### src/rtl/memimm_pkg.sv
package memimm_pkg;

    typedef enum logic [1:0] {LOP_AND, LOP_OR, LOP_XOR, LOP_TST} lop_e;

    typedef enum logic [1:0] {K_MEM, K_XCHG, K_SLEEP, K_BAD} kind_e;

    typedef struct packed {
        kind_e kind;
        lop_e  lop;
        logic  indexed;
    } dec_t;

    typedef struct packed {
        logic n;
        logic z;
        logic v;
        logic c;
    } flags_t;

    typedef enum logic [3:0] {
        S_IDLE, S_OP, S_DEC, S_ADR, S_IDX, S_RD, S_MOD, S_WR, S_SLW, S_SLEEP
    } st_e;

    localparam int SLP_CYCLES = 4;
    localparam logic [7:0] OPC_XCHG  = 8'h18;
    localparam logic [7:0] OPC_SLEEP = 8'h1A;

    function automatic flags_t logic_flags(input logic [7:0] r, input flags_t f);
        flags_t o;
        o.n = r[7];
        o.z = (r == 8'h00);
        o.v = 1'b0;
        o.c = f.c;
        return o;
    endfunction

endpackage

### src/rtl/memimm_decode.sv
module memimm_decode
    import memimm_pkg::*;
(
    input  logic [7:0] opcode,
    output dec_t       dec
);
    logic mode_ok;
    always_comb begin
        dec.kind    = K_BAD;
        dec.lop     = LOP_AND;
        dec.indexed = (opcode[7:4] == 4'h6);
        mode_ok     = (opcode[7:4] == 4'h6) || (opcode[7:4] == 4'h7);
        if (opcode == OPC_XCHG) begin
            dec.kind = K_XCHG;
        end else if (opcode == OPC_SLEEP) begin
            dec.kind = K_SLEEP;
        end else if (mode_ok) begin
            case (opcode[3:0])
                4'h1: begin dec.kind = K_MEM; dec.lop = LOP_AND; end
                4'h2: begin dec.kind = K_MEM; dec.lop = LOP_OR;  end
                4'h5: begin dec.kind = K_MEM; dec.lop = LOP_XOR; end
                4'hB: begin dec.kind = K_MEM; dec.lop = LOP_TST; end
                default: dec.kind = K_BAD;
            endcase
        end
    end
endmodule

### src/rtl/memimm_agen.sv
module memimm_agen #(
    parameter int DW = 8,
    localparam int AW = 2 * DW
) (
    input  logic          indexed,
    input  logic [AW-1:0] base,
    input  logic [DW-1:0] offset,
    output logic [AW-1:0] ea
);
    always_comb begin
        if (indexed) ea = base + AW'(offset);
        else         ea = {{(AW-DW){1'b0}}, offset};
    end
endmodule

### src/rtl/memimm_alu.sv
module memimm_alu
    import memimm_pkg::*;
#(
    parameter int DW = 8
) (
    input  lop_e          lop,
    input  logic [DW-1:0] a,
    input  logic [DW-1:0] b,
    output logic [DW-1:0] y
);
    always_comb begin
        case (lop)
            LOP_OR:  y = a | b;
            LOP_XOR: y = a ^ b;
            default: y = a & b;
        endcase
    end
endmodule

### src/rtl/memimm_seq.sv
module memimm_seq
    import memimm_pkg::*;
#(
    parameter int DW = 8,
    localparam int AW = 2 * DW
) (
    input  logic          clk,
    input  logic          rst,
    input  logic          start,
    input  logic [AW-1:0] pc_in,
    input  logic [AW-1:0] x_in,
    input  logic [AW-1:0] d_in,
    input  logic [3:0]    flags_in,
    input  logic          wake,
    output logic          busy,
    output logic          done,
    output logic          illegal,
    output logic          sleeping,
    output logic [AW-1:0] mem_addr,
    output logic          mem_rd,
    input  logic [DW-1:0] mem_rdata,
    output logic          mem_wr,
    output logic [DW-1:0] mem_wdata,
    output logic [AW-1:0] x_out,
    output logic [AW-1:0] d_out,
    output logic [3:0]    flags_out
);
    localparam int SCW = 2;
    localparam logic [SCW-1:0] SLW_LOAD = SCW'(SLP_CYCLES - 3);

    st_e           st;
    logic [AW-1:0] pc_r, x_r, d_r, ea_r;
    logic [DW-1:0] op_r, imm_r, off_r, data_r, res_r;
    flags_t        fl_r;
    logic [SCW-1:0] scnt;

    dec_t          dec;
    logic [AW-1:0] ea;
    logic [DW-1:0] agen_off, alu_a, alu_y;

    memimm_decode u_dec (
        .opcode(op_r),
        .dec   (dec)
    );

    assign agen_off = (st == S_ADR) ? mem_rdata : off_r;

    memimm_agen #(.DW(DW)) u_agen (
        .indexed(dec.indexed),
        .base   (x_r),
        .offset (agen_off),
        .ea     (ea)
    );

    assign alu_a = (st == S_RD) ? mem_rdata : data_r;

    memimm_alu #(.DW(DW)) u_alu (
        .lop(dec.lop),
        .a  (alu_a),
        .b  (imm_r),
        .y  (alu_y)
    );

    // Bus strobes and completion are decoded from the current step.
    always_comb begin
        mem_rd   = 1'b0;
        mem_wr   = 1'b0;
        mem_addr = '0;
        done     = 1'b0;
        illegal  = 1'b0;
        case (st)
            S_OP: begin
                mem_rd   = 1'b1;
                mem_addr = pc_r;
            end
            S_DEC: begin
                case (dec.kind)
                    K_MEM: begin
                        mem_rd   = 1'b1;
                        mem_addr = pc_r + AW'(1);
                    end
                    K_XCHG:  done = 1'b1;
                    K_BAD: begin
                        done    = 1'b1;
                        illegal = 1'b1;
                    end
                    default: ;
                endcase
            end
            S_ADR: begin
                mem_rd   = 1'b1;
                mem_addr = pc_r + AW'(2);
            end
            S_RD: begin
                mem_rd   = 1'b1;
                mem_addr = ea_r;
                done     = (dec.lop == LOP_TST);
            end
            S_WR: begin
                mem_wr   = 1'b1;
                mem_addr = ea_r;
                done     = 1'b1;
            end
            S_SLW: done = (scnt == '0);
            default: ;
        endcase
    end

    assign busy      = (st != S_IDLE) && (st != S_SLEEP);
    assign sleeping  = (st == S_SLEEP);
    assign mem_wdata = res_r;
    assign x_out     = x_r;
    assign d_out     = d_r;
    assign flags_out = fl_r;

    always_ff @(posedge clk) begin
        if (rst) begin
            st     <= S_IDLE;
            pc_r   <= '0;
            x_r    <= '0;
            d_r    <= '0;
            ea_r   <= '0;
            op_r   <= '0;
            imm_r  <= '0;
            off_r  <= '0;
            data_r <= '0;
            res_r  <= '0;
            fl_r   <= '0;
            scnt   <= '0;
        end else begin
            case (st)
                S_IDLE: begin
                    if (start) begin
                        pc_r <= pc_in;
                        x_r  <= x_in;
                        d_r  <= d_in;
                        fl_r <= flags_t'(flags_in);
                        st   <= S_OP;
                    end
                end
                S_OP: begin
                    op_r <= mem_rdata;
                    st   <= S_DEC;
                end
                S_DEC: begin
                    case (dec.kind)
                        K_MEM: begin
                            imm_r <= mem_rdata;
                            st    <= S_ADR;
                        end
                        K_XCHG: begin
                            x_r <= d_r;
                            d_r <= x_r;
                            st  <= S_IDLE;
                        end
                        K_SLEEP: begin
                            scnt <= SLW_LOAD;
                            st   <= S_SLW;
                        end
                        default: st <= S_IDLE;
                    endcase
                end
                S_ADR: begin
                    off_r <= mem_rdata;
                    if (dec.indexed) begin
                        st <= S_IDX;
                    end else begin
                        ea_r <= ea;
                        st   <= S_RD;
                    end
                end
                S_IDX: begin
                    ea_r <= ea;
                    st   <= S_RD;
                end
                S_RD: begin
                    data_r <= mem_rdata;
                    if (dec.lop == LOP_TST) begin
                        fl_r <= logic_flags(alu_y, fl_r);
                        st   <= S_IDLE;
                    end else begin
                        st <= S_MOD;
                    end
                end
                S_MOD: begin
                    res_r <= alu_y;
                    st    <= S_WR;
                end
                S_WR: begin
                    fl_r <= logic_flags(res_r, fl_r);
                    st   <= S_IDLE;
                end
                S_SLW: begin
                    if (scnt == '0) st <= S_SLEEP;
                    else            scnt <= scnt - SCW'(1);
                end
                S_SLEEP: begin
                    if (wake) st <= S_IDLE;
                end
                default: st <= S_IDLE;
            endcase
        end
    end
endmodule

### config.mk
export PLATFORM = sky130hd
export DESIGN_NAME = memimm_seq
export DESIGN_NICKNAME = d
export VERILOG_FILES = /design/src/rtl/memimm_pkg.sv /design/src/rtl/memimm_decode.sv /design/src/rtl/memimm_agen.sv /design/src/rtl/memimm_alu.sv /design/src/rtl/memimm_seq.sv
export SDC_FILE = /design/constraint.sdc
export NUM_CORES = 1
export LEC_CHECK = 0
export BUFFER_PORTS_ARGS = -buffer_cell sky130_fd_sc_hd__buf_2
export CELL_PAD_IN_SITES_DETAIL_PLACEMENT = 0
export CELL_PAD_IN_SITES_GLOBAL_PLACEMENT = 1
export CORE_UTILIZATION = 25
export CTS_BUF_LIST = sky130_fd_sc_hd__clkbuf_2 sky130_fd_sc_hd__clkbuf_4 sky130_fd_sc_hd__clkbuf_8
export DETAILED_ROUTE_END_ITERATION = 8
export HOLD_SLACK_MARGIN = 0.05
export PLACE_DENSITY_LB_ADDON = 0.25
export SETUP_SLACK_MARGIN = 0.1
export SYNTH_ARGS = -nofsm -noshare
export SYNTH_HDL_FRONTEND = slang
export SYNTH_SLANG_ARGS = --single-unit
### constraint.sdc
create_clock -name clk -period 3.4 [get_ports clk]
set_clock_uncertainty 0.2 [all_clocks]
set_input_delay 0 -clock clk [delete_from_list [all_inputs] [get_ports clk]]
set_output_delay 0 -clock clk [all_outputs]
set_load 0.01 [all_outputs]
# Word-level counts from Yosys, hierarchy flattened
# Index checks and enable logic that the tools add are counted.
[op_classes]
mux = 41
order_cmp = 0
div = 0
addsub = 4
n_mul = 0
bitwise_logic = 5
n_reduce_logical = 24
eq_ne = 32
n_shift = 0
[op_table]
columns = ["cell", "count"]
rows = [
  ["16-bit two-way mux", 7],
  ["16-bit one-hot mux with 2 select lines", 3],
  ["16-bit one-hot mux with 4 select lines", 1],
  ["4-bit one-hot mux with 9 select lines", 1],
  ["4-bit by 3-bit equality test with 1-bit output, second input constant", 7],
  ["4-bit two-way mux", 6],
  ["16-bit by 1-bit adder with 16-bit output, second input constant", 1],
  ["16-bit by 2-bit adder with 16-bit output, second input constant", 1],
  ["16-bit by 8-bit adder with 16-bit output", 1],
  ["8-bit by 5-bit equality test with 1-bit output, second input constant", 2],
  ["8-bit logical NOT", 2],
  ["8-bit two-way mux", 2],
  ["8-bit one-hot mux with 2 select lines", 1],
  ["2-bit two-way mux", 7],
  ["4-bit by 2-bit equality test with 1-bit output, second input constant", 3],
  ["4-bit equality test, second input constant", 3],
  ["2-bit inequality test, second input constant", 6],
  ["4-bit one-hot mux with 3 select lines", 1],
  ["3-bit AND reduction", 4],
  ["8-bit AND", 1],
  ["2-bit equality test, second input constant", 4],
  ["4-bit by 1-bit equality test with 1-bit output, second input constant", 2],
  ["8-bit OR", 1],
  ["4-bit one-hot mux with 2 select lines", 1],
  ["other kinds (24)", 38],
]
[word_totals]
mem_bits_rw = 0
inputBits = 64
latchBits = 0
output_inout_bits = 66
elab_cells = 121
rom_bits = 0
register_bits = 114
memories = 0

# Longest topological paths before layout
# Gate-level depths: netlist of the first run.
[depth]
ltp_word = 11
mapped_depth = 15
mapped_depth_nobuf = 13

# Cells and area by module
# Synthesis of the first run repeated with hierarchy kept, for this count alone.
[unflattened]
hier_cells = 877
area_unflattened_um2 = 6860.3
[modules_own_cells]
columns = ["module", "instances", "seq_area_each_um2", "area_per_inst_um2", "cells_per_inst"]
rows = [
  ["memimm_seq", 1, 2282.2, 5562.8, 699],
  ["memimm_agen", 1, 0.0, 699.4, 93],
  ["memimm_alu", 1, 0.0, 481.7, 70],
  ["memimm_decode", 1, 0.0, 116.4, 15],
]

# Worst setup path after synthesis of the first run
# OpenSTA, ideal clock, no wires.
[synth_path]
kind = "register -> register"
from = "register st[2]"
to = "register ea_r[14]"
slack_ps = 248
required_time_ps = 3127
period_less_slack_ps = 3152
stages_incl_launch_ff = 16
n_path_buf = 2
arrival_ps = 2879
setup_time_ps = 73
cell_sequence = "dfxtp_1 -> clkbuf_1 -> nor2b_1 -> nand2_1 -> clkbuf_1 -> mux2i_1 -> inv_1 -> ha_1 -> inv_1 -> fa_1 -> nand2b_1 -> a21o_1 -> a21oi_1 -> o2111ai_1 -> xor2_1 -> o2bb2ai_1"
[synth_between]
elab_chain_cells = 6
elab_cells_between_ends = 10
classes_between = "1 x add/sub; 3 x eq/ne; 4 x mux; 2 x reduce/logical"
[synth_rtl]
columns = ["item", "line_no", "text"]
rows = [
  ["start, declared", "memimm_seq.sv:31", "st_e st;"],
  ["start signal, assigned", "memimm_seq.sv:118", "st <= S_IDLE;"],
  ["start signal, assigned", "memimm_seq.sv:138", "st <= S_OP;"],
  ["start signal, assigned", "memimm_seq.sv:143", "st <= S_DEC;"],
  ["4-bit by 2-bit equality test with 1-bit output *", "memimm_seq.sv:46", "assign agen_off = (st == S_ADR) ? mem_rdata : off_r;"],
  ["8-bit two-way mux *", "n/a", ""],
  ["named net agen_off[0]", "memimm_seq.sv:39", "logic [DW-1:0] agen_off, alu_a, alu_y;"],
  ["16-bit by 8-bit adder with 16-bit output *", "memimm_agen.sv:11", "if (indexed) ea = base + AW'(offset);"],
  ["16-bit two-way mux *", "memimm_agen.sv:11", ""],
  ["16-bit two-way mux", "memimm_seq.sv:165", "if (dec.indexed) begin"],
  ["16-bit one-hot mux with 2 select lines *", "memimm_seq.sv:131", "case (st)"],
  ["end signal, assigned", "memimm_seq.sv:122", "ea_r <= '0;"],
  ["end signal, assigned", "memimm_seq.sv:168", "ea_r <= ea;"],
  ["end signal, assigned", "memimm_seq.sv:173", "ea_r <= ea;"],
  ["end, declared", "memimm_seq.sv:32", "logic [AW-1:0] pc_r, x_r, d_r, ea_r;"],
]
# The timed path passes the listed nets; every way through them passes the cells marked *. The select of a mux whose other input is x is not followed.
# A chain may end at the register's enable or synchronous reset.

# Worst setup path in the final report of the first run
[layout_path]
from = "register st[0]"
to = "register fl_r (netlist bit flags_out[2])"
[layout_between]
elab_chain_cells = 7
elab_cells_between_ends = 15
classes_between = "4 x eq/ne; 4 x mux; 3 x bitwise; 4 x reduce/logical"
[layout_rtl]
columns = ["item", "line_no", "text"]
rows = [
  ["4-bit by 3-bit equality test with 1-bit output", "memimm_seq.sv:55, memimm_seq.sv:131", ""],
  ["8-bit two-way mux", "n/a", ""],
  ["8-bit AND (tied with other cells)", "memimm_alu.sv:15", "default: y = a & b;"],
  ["8-bit one-hot mux with 2 select lines", "memimm_alu.sv:12", "case (lop)"],
  ["8-bit logical NOT", "memimm_pkg.sv:31", "o.z = (r == 8'h00);"],
  ["4-bit two-way mux", "memimm_seq.sv:178", "if (dec.lop == LOP_TST) begin"],
  ["4-bit one-hot mux with 3 select lines", "memimm_seq.sv:131", ""],
  ["end signal, assigned", "memimm_seq.sv:137", "fl_r <= flags_t'(flags_in);"],
  ["end signal, assigned", "memimm_seq.sv:179", "fl_r <= logic_flags(alu_y, fl_r);"],
  ["end signal, assigned", "memimm_seq.sv:190", "fl_r <= logic_flags(res_r, fl_r);"],
  ["end, declared", "memimm_seq.sv:34", "flags_t fl_r;"],
]
# Several ways; a longest one is shown, not always the timed one. The select of a mux whose other input is x is not followed.

==> flow_metrics.tcl, run 1 <==
set metrics [dict create \
    status "complete, but fails checks" \
    violations "design-rule violations" \
    die_area_um2 27300 \
    netSwitchingPower_mw 1.237 \
    worst-setup-path-type "flip-flop to flip-flop" \
    finalNetCount 1108 \
    drt-met1-wl_mm 10.78 \
    synth_top_area_share_pct 34.27 \
    crit_arrival_ps 3230 \
    clock_latency_ps 460 \
    initial_utilization_pct 25.49 \
    antenna_found_initial 0 \
    cp-start-kind "flip-flop" \
    fin_setup_tns_ps 0 \
    synthXorXnorAreaFrac_pct 4.340 \
    dominantRegCellSynth "dfxtp_1" \
    grt.total_usage_pct 15.76 \
    grt_max_degree 65 \
    slew_headroom_pct 51.54 \
    synth_nets 928 \
    hold_end "pc_r[7]" \
    nFillCells 2868 \
    yosys_warnings 0 \
    viasPerCell 4.703 \
    synth_top_family_by_area "compound AO/OA/AOI/OAI gates" \
    cts_sinks 114 \
    yosys.area_share.simple_pct 19.95 \
    clock_power_share_pct 37.6 \
    worstMarginPinSlew_ps 724.2 \
    critPathMaxFanout 13 \
    r2r_end "flags_out[2]" \
    grt.overflow.total 0 \
    root_buffer "clkbuf_8" \
    fp.dieH_um 165.2 \
    final_core_util_pct 33.66 \
    cpPeakStageDelay_ps 340 \
    cp_slowest_cell "dfxtp_1" \
    drtIter0Drc 330 \
    cts_tree "built" \
    post_synth_inst_count 833 \
    synthMuxAreaShare_pct 8.585 \
    ctsLongestPathBuffers 2 \
    reg2reg_depth 11 \
    antenna_cells 0 \
    slew_violations 0 \
    hp-start "pc_in[7]" \
    p_comb_share_pct 20.3 \
    path_clk_slew_ps 80 \
    pwr-share-seq_pct 42.1 \
    r2r_setup_slack_ps 330 \
    grt_pass1_vias 6082 \
    ir_worst_vdd_mv 0.2229 \
    pre_cts_ws_ps 322.8 \
    yosysSeqAreaShare_pct 34.27 \
    wl_per_cell_um 15.31 \
    wl_met3_um 799 \
    rsz0062_at_grt "true" \
    hold-path-cell-count 4 \
    dp_cells 1261 \
    p_sw_share_pct 33.58 \
    instances_no_fill 1361 \
    final-setup-viol-count 0 \
    worst_slack_ps 328.1 \
    power_leakage_nw 3.847 \
    drt-total-wl_mm 20.83 \
    htreeDepth 4 \
    netlist_area_um2 6660 \
    drive_above_1_share_pct 20.47 \
    wl_met2_mm 9.099 \
    finalCritPeriodShare_pct 90.35 \
    holdCritPathClass "input pin to flip-flop" \
    path_cells "buf_4, nand2_1, nor3_1, buf_4, mux2i_1, ha_1, a22oi_1, a21oi_1, nor3_1, nand3_1, a311oi_1" \
    crit_required_ps 3560 \
    synth-adder-area-share_pct 5.937 \
    maxCapViolations 0 \
    numCtsBuffers 17 \
    row_count 59 \
    die_w_um 165.2 \
    powerDensity_nw_per_um2 418.9 \
    intPower_mw 2.447 \
    drc 12 \
    synth.area.top_cells "dfxtp_1 (34%), mux2i_1 (8.4%), nor2_1 (7.0%)" \
    min_period_ps 3072 \
    top_layer_used "met4" \
    final_common_cell "buf_2" \
    areaGrowthSynthToFinish_pct 32.07 \
    hold_viol 0 \
    r2r-start "st[0]" \
    synth_compound_area_share_pct 20.74 \
    synth_cell_types 56 \
    place_hpwl_mm 14.98 \
    end_kind "flip-flop" \
    io_pins 130 \
    synth_area_leader_cell "dfxtp_1" \
    antenna_left 0 \
    avgSynthCellArea_um2 7.995 \
    core-area_um2 26130 \
    io_buffers 129 \
    final_cell_mix "buf_2 (128), nor2_1 (124), dfxtp_1 (114)" \
    synth_enable_flop_cells 0 \
    fmax_mhz 325.5 \
    vias 6401 \
    gp_congestion 0.8101 \
    synth-seq-cells 114 \
    drt-pass1-iter-count 6 \
    grt_pass1_wl_mm 33.29 \
    async_flop_share_pct 0 \
]
==> critical path, delay by kind of cell, from the launching register on <==
kind / cells / cell delay [ps]
multiplexers: 1 / 330
buffers and inverters: 2 / 460
adder cells (fa/ha/maj): 1 / 300
AO/OA/AOI/OAI: 3 / 610
flip-flops: 1 / 340
AND/OR/NAND/NOR: 4 / 740
==> state kept, by name, indices dropped and copies added, names as in the netlist <==
name       count
off_r          8
op_r           8
data_r         8
flags_out      4
scnt           2
imm_r          8
pc_r          16
d_out         16
ea_r          16
st             4
x_out         16
mem_wdata      8
==> what timing repair did <==
| action | CTS | global route |
|---|---|---|
| gates resized for setup | 0 | 7 |
| hold buffers | 68 | 0 |
| setup buffers | 0 | 0 |
| setup endpoints to repair | 0 | 14 |
| hold endpoints to repair | 100 | 0 |
==> layout make-up <==
class	count	area [um2]	area share (%)
multi-input cells	616	4008	45.56
clock inverters	15	181.4	2.063
inverters	46	172.7	1.963
well taps	335	419.2	4.765
repair buffers	218	1499	17.04
clock buffers	17	234.0	2.660
flip-flops and latches	114	2282	25.95
==> cell usage after synthesis, drive strengths merged, types with 2 or more instances <==
cell     instances
o221ai           2
a21o             9
a31oi            4
a211oi          39
a21oi           75
nor3            11
or3              2
inv             46
dfxtp          114
and2             2
a222oi           3
nor4             7
nor3b            2
buf             11
mux2i           56
xor2            20
a311oi           2
o2bb2ai          8
nor2b            3
nand3           13
and3            10
nand2           89
o211a            2
nand2b          10
o2111ai          2
or2              2
nor2           124
and4             2
a22oi           19
nor4b            2
xnor2           13
a31o             2
nand3b           4
o211ai           9
clkbuf          46
o21ai           18
ha              30
nand4            8
==> logic make-up after synthesis <==
logic type | count (synthesis)
multiplexers | 57
buffers and inverters | 103
AND/OR/NAND/NOR | 294
flip-flops | 114
AO/OA/AOI/OAI | 201
XOR/XNOR | 33
adder cells (fa/ha/maj) | 31
==> worst max-delay path by stage <==
| stage | from | slack, ps | depth (start not counted) | endpoint |
|---|---|---|---|---|
| global placement | st[1] | 380 | 11 | ea_r[9] |
| global route | st[0] | 30 | 11 | flags_out[2] |
| CTS | st[1] | 140 | 8 | mem_addr[12] |
| floorplan | st[2] | 250 | 15 | ea_r[14] |
| finish | st[0] | 330 | 11 | flags_out[2] |
| detailed placement | st[1] | 320 | 11 | ea_r[11] |
==> routing by layer <==
| metal | track usage (%) | up-vias |
|---|---|---|
| li1 | - | 3281 |
| met1 | 22.10 | 2980 |
| met2 | 24.44 | 133 |
| met3 | 3.497 | 7 |
| met4 | 3.420 | 0 |
| met5 | 0 | - |
==> power by group through the flow <==
stage	Clock, mW	Combinational (mW)	Sequential (mW)
after global routing	1.51	0.835	1.57
final	1.39	0.749	1.55
after global placement	0	0.687	1.58
after floorplan	0	0.455	1.55
after CTS	1.43	0.755	1.55
after detailed placement	0	0.687	1.58
==> through the flow <==
| step | hold slack [ps] | power, mW | instance area (um2) |
|---|---|---|---|
| final | 138.3 | 3.685 | 8796 |
| after global placement | 49.34 | 2.267 | 7669 |
| after global routing | 122.0 | 3.911 | 8796 |
| after detailed placement | 49.10 | 2.266 | 7669 |
| after CTS | 115.9 | 3.736 | 8765 |
| after floorplan | -64.03 | 2.008 | 6660 |
No activity file was read; power rests on OpenSTA's default activity.
==> inputs of run 2 (changes only) <==
==> constraint.sdc (replaced) <==
create_clock -name clk -period 3.6 [get_ports clk]
set_clock_uncertainty 0.2 [all_clocks]
set_input_delay 0 -clock clk [delete_from_list [all_inputs] [get_ports clk]]
set_output_delay 0 -clock clk [all_outputs]
set_load 0.01 [all_outputs]
==> run 2 against run 1 <==
  * The run still ends with design-rule violations left
  * Cell count about the same
  * Total power shrank 2.1%
  * Critical path depth fell by 2
  * Via count about the same
  * First-iteration DRC count increased by 4.8%
  * Utilization is 0.077 points higher
  * Maximum frequency shrank 5.2%
  * Global-route usage barely moved
  * Combinational power shrank 6.0%
  * Clock-buffer cell count is the same
  * Sequential share of layout area is 0.059 points lower
  * Critical endpoint is now flags_out[1]
  * Largest cell class unchanged
  * Largest power group unchanged
==> flow_metrics.tcl, run 2 (same netlist as run 1, synthesis figures left out) <==
set metrics [dict create \
    worst-setup-path-type "flip-flop to flip-flop" \
    die_w_um 165.2 \
    crit_required_ps 3790 \
    power_mw 3.608 \
    worst_slack_ps 359.9 \
    wl_per_cell_um 15.44 \
    multi_input_area_um2 3984 \
    fp.dieH_um 165.2 \
    stdcell_area_um2 8816 \
    antenna_found_initial 0 \
    cts_sinks 114 \
    drt-total-wl_mm 20.99 \
    hp-start "pc_in[8]" \
    slew_headroom_pct 50.56 \
    pre_cts_ws_ps 334.3 \
    grt_pass1_vias 6035 \
    p_comb_share_pct 19.5 \
    io_pins 130 \
    grt_max_degree 65 \
    ir_worst_vdd_mv 0.1805 \
    intPower_mw 2.491 \
    holdWs_ps 126.6 \
    cp-start-kind "flip-flop" \
    cts_tree "built" \
    instances_no_fill 1360 \
    clock_power_share_pct 39.9 \
    holdCritPathClass "input pin to flip-flop" \
    clock_latency_ps 440 \
    slew_violations 0 \
    hold_end "pc_r[8]" \
    crit_arrival_ps 3430 \
    drtIter0Drc 346 \
    die_area_um2 27300 \
    finalCritPeriodShare_pct 90.00 \
    antenna_cells 0 \
    gp_congestion 0.8200 \
    grt.overflow.total 0 \
    critPathMaxFanout 5 \
    htreeDepth 4 \
    io_buffers 129 \
    r2r_end "flags_out[1]" \
    nFillCells 2838 \
    row_count 59 \
    final_core_util_pct 33.74 \
    ctsLongestPathBuffers 2 \
    status "complete, but fails checks" \
    violations "design-rule violations" \
    drt-pass1-iter-count 7 \
    reg2reg_depth 9 \
    maxCapViolations 0 \
    end_kind "flip-flop" \
    hold_viol 0 \
    cts_setup_buffers 0 \
    antenna_left 0 \
    final-setup-viol-count 0 \
    fmax_mhz 308.6 \
    min_period_ps 3240 \
    grt.total_usage_pct 15.74 \
    final_cell_mix "buf_2 (128), nor2_1 (124), dfxtp_1 (114)" \
    grt_pass1_wl_mm 33.07 \
    final_common_cell "buf_2" \
    root_buffer "clkbuf_8" \
    core-area_um2 26130 \
    finalNetCount 1107 \
    powerDensity_nw_per_um2 409.2 \
    vias 6396 \
    p_sw_share_pct 30.97 \
    dp_cells 1259 \
    path_clk_slew_ps 90 \
    initial_utilization_pct 25.49 \
    place_hpwl_mm 15.08 \
    netSwitchingPower_mw 1.117 \
    numCtsBuffers 17 \
    areaGrowthSynthToFinish_pct 32.37 \
    rsz0062_at_grt "false" \
    worstMarginPinSlew_ps 738.8 \
    r2r_setup_slack_ps 360 \
    pwr-share-seq_pct 40.6 \
    r2r-start "op_r[7]" \
    power_leakage_nw 3.849 \
    hold-path-cell-count 4 \
    fin_setup_tns_ps 0 \
    placed_area_um2 7654 \
    drc 12 \
    viasPerCell 4.703 \
    seq_area_um2 2282 \
    drive_above_1_share_pct 20.00 \
]
-- run 2: how the worst max path moves through the flow --
| stage | startpoint | slack (ps) | depth (start not counted) | endpoint |
|---|---|---|---|---|
| floorplan | st[2] | 450 | 15 | ea_r[14] |
| global placement | st[0] | 450 | 12 | ea_r[14] |
| detailed placement | st[0] | 330 | 12 | ea_r[11] |
| CTS | op_r[7] | 240 | 9 | flags_out[1] |
| global route | st[0] | 120 | 13 | ea_r[14] |
| finish | op_r[7] | 360 | 9 | flags_out[1] |
-- run 2: power by group through the flow --
stage	clock (mW)	sequential [mW]	combinational, mW
detailed placement	0	1.49	0.648
finish	1.44	1.46	0.704
global route	1.55	1.48	0.782
floorplan	0	1.47	0.429
global placement	0	1.49	0.646
CTS	1.49	1.46	0.712
-- run 2: layout make-up --
type	count	area share [%]
clock buffers	17	2.654
well taps	335	4.754
inverters	46	1.959
clock inverters	15	2.611
multi-input cells	616	45.19
flip-flops and latches	114	25.89
repair buffers	217	16.95
-- run 2: layer usage --
layer	global-route usage (%)	wire [um]	vias to the layer above
met5	0	0	-
met4	4.671	291	0
met2	23.81	9142	138
met1	22.26	10630	2954
li1	-	-	3286
met3	3.197	929	18
-- run 2: worst max-delay path, cell delays in order (launching register included) --
cell,delay [ps]
dfxtp_1,370
nand3b_1,270
nor3_2,270
ha_1,280
o211ai_1,160
a21oi_1,290
nand3b_1,110
dlygate4sd3_1,560
a21oi_1,130
dlygate4sd3_1,550
-- run 2: repair_timing --
action                                  in CTS  in global routing
endpoints found under the setup margin       0                  8
endpoints found under the hold margin      101                  0
gates resized for setup                      0                  2
hold buffers                                69                  0
